==> config.mk <==
export PLATFORM = sky130hd
export DESIGN_NAME = fault_esc_ctrl
export DESIGN_NICKNAME = d
export VERILOG_FILES = /design/src/rtl/fault_esc_pkg.sv /design/src/rtl/fault_esc_decide.sv /design/src/rtl/fault_esc_status.sv /design/src/rtl/fault_esc_lockup.sv /design/src/rtl/fault_esc_ctrl.sv
export SDC_FILE = /design/constraint.sdc
export NUM_CORES = 1
export LEC_CHECK = 0
export ABC_AREA = 1
export BUFFER_PORTS_ARGS = -buffer_cell sky130_fd_sc_hd__buf_2
export CAP_MARGIN = 20
export CORE_ASPECT_RATIO = 0.75
export CORE_MARGIN = 10
export CORE_UTILIZATION = 30
export CTS_BUF_LIST = sky130_fd_sc_hd__clkbuf_4
export CTS_CLUSTER_SIZE = 20
export DETAILED_ROUTE_END_ITERATION = 12
export PLACE_DENSITY = 0.56
export SYNTH_ARGS = -nofsm -noshare
export SYNTH_HDL_FRONTEND = slang
export SYNTH_SLANG_ARGS = --single-unit
==> constraint.sdc <==
create_clock -name clk -period 1.5 [get_ports clk]
set_input_delay 0.45 -clock clk [delete_from_list [all_inputs] [get_ports clk]]
set_output_delay 0.45 -clock clk [all_outputs]
set_load 0.01 [all_outputs]
==> src/rtl/fault_esc_pkg.sv <==
package fault_esc_pkg;
  localparam int PRI_W  = 3;
  localparam int STAT_W = 5;
  localparam int NCFG   = 3;

  typedef enum logic [1:0] {
    K_MEM   = 2'd0,
    K_BUS   = 2'd1,
    K_USAGE = 2'd2,
    K_HARD  = 2'd3
  } fkind_e;

  typedef enum logic [2:0] {
    C_THREAD = 3'd0,
    C_MEM    = 3'd1,
    C_BUS    = 3'd2,
    C_USAGE  = 3'd3,
    C_HARD   = 3'd4,
    C_NMI    = 3'd5,
    C_EXC6   = 3'd6,
    C_EXC7   = 3'd7
  } ctx_e;

  localparam int SB_HARD   = 3;
  localparam int SB_FORCED = 4;

  typedef struct packed {
    fkind_e            kind;
    logic              escalated;
    logic              preempt;
    logic              lock_enter;
    logic              lock_in_nmi;
    logic [STAT_W-1:0] set_mask;
  } verdict_t;
endpackage

==> src/rtl/fault_esc_decide.sv <==
module fault_esc_decide
  import fault_esc_pkg::*;
#(
  parameter int PW = PRI_W
) (
  input  logic [1:0]      kind,
  input  logic            stacking,
  input  logic [2:0]      ctx,
  input  logic [PW-1:0]   cur_pri,
  input  logic [PW-1:0]   pri_mem,
  input  logic [PW-1:0]   pri_bus,
  input  logic [PW-1:0]   pri_usage,
  input  logic [NCFG-1:0] en,
  output verdict_t        verdict
);
  logic [PW-1:0] fpri;
  logic          cfg, same, fixed_ctx, stack_exempt, esc, hard;

  always_comb begin
    case (kind)
      K_MEM:   fpri = pri_mem;
      K_BUS:   fpri = pri_bus;
      default: fpri = pri_usage;
    endcase
  end

  assign cfg          = (kind != K_HARD);
  assign same         = cfg && (ctx == ({1'b0, kind} + 3'd1));
  assign fixed_ctx    = (ctx == C_HARD) || (ctx == C_NMI);
  assign stack_exempt = (kind == K_BUS) && stacking;

  always_comb begin
    esc = 1'b0;
    if (cfg && !stack_exempt) begin
      if (!en[kind])
        esc = 1'b1;
      else if (same || fixed_ctx)
        esc = 1'b1;
      else if ((ctx != C_THREAD) && (fpri >= cur_pri))
        esc = 1'b1;
    end
  end

  assign hard = !cfg || esc;

  always_comb begin
    verdict             = '0;
    verdict.kind        = hard ? K_HARD : fkind_e'(kind);
    verdict.escalated   = esc;
    verdict.lock_enter  = hard && fixed_ctx;
    verdict.lock_in_nmi = hard && (ctx == C_NMI);
    verdict.preempt     = !(hard && fixed_ctx);
    if (cfg)
      verdict.set_mask[kind] = 1'b1;
    if (hard)
      verdict.set_mask[SB_HARD] = 1'b1;
    if (esc)
      verdict.set_mask[SB_FORCED] = 1'b1;
  end
endmodule

==> src/rtl/fault_esc_status.sv <==
module fault_esc_status
  import fault_esc_pkg::*;
#(
  parameter int W = STAT_W
) (
  input  logic         clk,
  input  logic         rst_n,
  input  logic         set_en,
  input  logic [W-1:0] set_mask,
  input  logic         clr_en,
  input  logic [W-1:0] clr_mask,
  output logic [W-1:0] bits
);
  for (genvar i = 0; i < W; i++) begin : g_bit
    always_ff @(posedge clk or negedge rst_n) begin
      if (!rst_n)
        bits[i] <= 1'b0;
      else if (set_en && set_mask[i])
        bits[i] <= 1'b1;
      else if (clr_en && clr_mask[i])
        bits[i] <= 1'b0;
    end
  end
endmodule

==> src/rtl/fault_esc_lockup.sv <==
module fault_esc_lockup (
  input  logic clk,
  input  logic rst_n,
  input  logic enter,
  input  logic enter_in_nmi,
  input  logic nmi,
  output logic locked,
  output logic from_nmi
);
  always_ff @(posedge clk or negedge rst_n) begin
    if (!rst_n) begin
      locked   <= 1'b0;
      from_nmi <= 1'b0;
    end else if (!locked) begin
      if (enter) begin
        locked   <= 1'b1;
        from_nmi <= enter_in_nmi;
      end
    end else if (nmi && !from_nmi) begin
      locked   <= 1'b0;
      from_nmi <= 1'b0;
    end
  end
endmodule

==> src/rtl/fault_esc_ctrl.sv <==
module fault_esc_ctrl
  import fault_esc_pkg::*;
#(
  parameter int PW = PRI_W
) (
  input  logic              clk,
  input  logic              rst_n,
  input  logic              req_valid,
  output logic              req_ready,
  input  logic [1:0]        req_kind,
  input  logic              req_stacking,
  input  logic [2:0]        cur_ctx,
  input  logic [PW-1:0]     cur_pri,
  input  logic [PW-1:0]     pri_mem,
  input  logic [PW-1:0]     pri_bus,
  input  logic [PW-1:0]     pri_usage,
  input  logic              en_we,
  input  logic [NCFG-1:0]   en_d,
  input  logic              stat_clr_we,
  input  logic [STAT_W-1:0] stat_clr_mask,
  input  logic              nmi,
  output logic              out_valid,
  output logic [1:0]        out_kind,
  output logic              out_escalated,
  output logic              out_preempt,
  output logic [STAT_W-1:0] status,
  output logic              locked,
  output logic              halt
);
  logic [NCFG-1:0] en_q;
  logic            fire;
  logic            lock_from_nmi;
  verdict_t        vd;

  assign req_ready = !locked;
  assign fire      = req_valid && req_ready;
  assign halt      = locked;

  always_ff @(posedge clk or negedge rst_n) begin
    if (!rst_n)
      en_q <= '0;
    else if (en_we)
      en_q <= en_d;
  end

  fault_esc_decide #(.PW(PW)) u_decide (
    .kind      (req_kind),
    .stacking  (req_stacking),
    .ctx       (cur_ctx),
    .cur_pri   (cur_pri),
    .pri_mem   (pri_mem),
    .pri_bus   (pri_bus),
    .pri_usage (pri_usage),
    .en        (en_q),
    .verdict   (vd)
  );

  always_ff @(posedge clk or negedge rst_n) begin
    if (!rst_n) begin
      out_valid     <= 1'b0;
      out_kind      <= K_MEM;
      out_escalated <= 1'b0;
      out_preempt   <= 1'b0;
    end else begin
      out_valid <= fire;
      if (fire) begin
        out_kind      <= vd.kind;
        out_escalated <= vd.escalated;
        out_preempt   <= vd.preempt;
      end
    end
  end

  fault_esc_status #(.W(STAT_W)) u_status (
    .clk      (clk),
    .rst_n    (rst_n),
    .set_en   (fire),
    .set_mask (vd.set_mask),
    .clr_en   (stat_clr_we),
    .clr_mask (stat_clr_mask),
    .bits     (status)
  );

  fault_esc_lockup u_lockup (
    .clk          (clk),
    .rst_n        (rst_n),
    .enter        (fire && vd.lock_enter),
    .enter_in_nmi (vd.lock_in_nmi),
    .nmi          (nmi),
    .locked       (locked),
    .from_nmi     (lock_from_nmi)
  );
endmodule

==> results.cfg <==
[finish]
stdcell_area_um2 = 1420
n_fill_cell = 299
area_delta_synth_final_pct = 54.3
drive_gt1_share_pct = 51.1
multiInputGateArea_um2 = 582
regArea_um2 = 375
n_antenna_cell = 0
layout_common_cells = buf_2, nand2_1, dfrtp_1
nets = 214
layout_commonest_cell = buf_2

[pwr]
ir_worst_vdd_v = 0.000477
leakage_nw = 0.762
powerDensity_nw_per_um2 = 779

[critical_path]
crit_chain = buf_8 > inv_6 > ha_4 > a22o_1 > a21oi_2 > ha_1 > inv_1 > nand2_1 > nand2_1 > nand2_2 > nand2_2 > nand2_2 > o21bai_4 > nand2_4 > nand2_4 > o21ai_2
required_ns = 1.68
r2r_cells = 5
critPathSlowestCell = ha_1
critPathKind = in -> reg
critical_path_arrival_ns = 1.99
critPathLaunchType = input port
crit_top_cell = nand2_2
worstPathMaxFanout = 4
slowest_delay_ns = 0.23
end_kind = flip-flop

[run_status]
violations = negative setup slack
status = finished, violations left

[route]
drt_wl_total_um = 2530
firstDrtPassIters = 2
route.detailed.drc = 0
antenna_left = 0
vias_per_cell = 4.35
vias = 922
wl_per_cell_um = 11.9
drt_iter0_drc = 46

[timing]
slew_violations = 0
setup_tns_ns = -2.26
max_clock_freq_ghz = 0.553
rsz0062_at_grt = yes
min_period_over_period_pct = 120
skew_ns = 0.00625
setup_ws_ns = -0.307
tightest_slew_ns = 0.336
finalHoldViolCount = 0
relSlewSlack_pct = 77.6
setup_viol = 8
finalCriticalPeriod_ns = 1.81

[worst_hold_path]
hp-class = in -> async

[yosys]
syn-num-nets = 156
ys_warn_count = 0
synth.avg_cell_area_um2 = 7.86
seq_area_frac_synth_pct = 40.8
syn_area_um2 = 920
ys_types = 18
synthCells = 117
synth-seq-cells = 15

[clocking]
ctsHoldBuffers = 0
numCtsBuffers = 3
clock-sinks = 15
cts_tree = done
htree_levels = 1
ctsRootBufferMaster = clkbuf_4
cts_buffer_depth = 2
worstSkewPairLatency_ns = 0.29
clk_pin_slew_ns = 0.09

[floorplanning]
chipWidth_um = 83.9
ios = 45
dieArea_um2 = 5700
start_util_pct = 31.3
row_count = 17
core-area_um2 = 2940
die_h_um = 68.0

[global_route]
grt_pass1_vias = 1059
antenna_found_initial = 0
grtUsageTotal_pct = 9.43
grt_pass1_wl_um = 4490
grt.overflow.total = 0
grt_max_degree = 16

[job]
max_cap_viol_count = 0

[placed_design]
place_hpwl_um = 2130
io_buffers = 44
postPlaceCellArea_um2 = 1240
place_congestion = 0.764
==> metal layers <==
metal	global-route usage [%]	wire length [µm]	vias to the layer above
met2	17.7	1250	26
met5	0	0	-
met3	4.63	197	2
li1	-	-	485
met4	1.46	27	0
met1	9.71	1050	409
==> cell families (layout without fill, tap and decap cells) <==
kind of cell	Yosys count	count (layout)	share of synthesized area, %
compound gates	15	15	11.3
mux	1	1	1.22
flops	15	15	40.8
buf+inv	18	75	7.76
simple gates	61	61	29.4
fa+ha+maj	7	7	9.52
==> critical path: cells and delay by family <==
family / cells / cell delay (ns)
compound gates: 4 / 0.51
fa+ha+maj: 2 / 0.39
simple gates: 7 / 0.46
buf+inv: 3 / 0.17
==> registers in the layout (all words and copies together) (netlist names) <==
| signal | cells |
|---|---|
| en_q | 3 |
| out_valid | 1 |
| u_lockup.locked | 1 |
| u_lockup.from_nmi | 1 |
| u_status.bits | 5 |
| out_escalated | 1 |
| out_preempt | 1 |
| out_kind | 2 |
==> synth_stat cells (all sizes together) <==
library cell | count | area share, %
buf | 1 | 0.82
inv | 15 | 6.1
nand2 | 42 | 20
dfrtp | 15 | 41
nand3 | 9 | 5.4
a21oi | 3 | 1.6
nor2 | 10 | 4.1
clkinv | 2 | 0.82
a22o | 4 | 3.8
mux2 | 1 | 1.2
o21ai | 7 | 3.8
o21bai | 1 | 2.0
ha | 7 | 9.5
==> path summary, 6_finish.rpt <==
check	startpoint	end	slack [ns]
setup / recovery	req_kind[1]	out_kind[1]	-0.31
hold / removal	rst_n	out_valid	0.05
setup reg to reg	u_lockup.locked	out_kind[0]	0.14
hold reg to reg	u_lockup.from_nmi	u_lockup.from_nmi	0.48
max in group asynchronous	rst_n	en_q[0]	1.20
min in group clk	en_d[0]	en_q[0]	0.37
==> power by group <==
part	leakage (nW)	internal [mW]	total, mW	switching, mW
Sequential	0.177	0.456	0.481	0.0248
Clock	0.0177	0.0991	0.231	0.132
Combinational	0.567	0.184	0.394	0.210
Total	0.762	0.739	1.11	0.366
==> area by class of cell <==
| type | instances | share of cell area, % |
|---|---|---|
| clock inverter | 1 | 0.353 |
| clock buffer | 3 | 1.59 |
| multi-input combinational | 84 | 41.0 |
| inverter | 17 | 5.03 |
| timing repair buffer | 54 | 22.2 |
| sequential | 15 | 26.5 |
| tap | 38 | 3.35 |
==> through the flow <==
step / power [mW] / setup slack (ns) / hold WS, ns / utilization, % / cells
6_report: 1.11 / -0.307 / 0.0480 / 48.3 / 212
5_1_grt: 1.20 / -0.396 / 0.0608 / 48.3 / 212
4_1_cts: 1.09 / -0.302 / 0.0604 / 46.5 / 212
3_5_place_dp: 0.829 / -0.763 / 0.378 / 42.3 / 206
3_3_place_gp: 0.822 / -0.760 / 0.366 / 42.3 / 206
2_1_floorplan: 0.672 / -0.510 / 0.154 / - / 117
==> what timing repair did <==
action / CTS / global route
buffers inserted: 2 / 0
pin swaps: 9 / 10
endpoints found under the setup margin: 8 / 8
resized for setup: 18 / 14
Note: power is estimated with default switching activity, not from simulation.
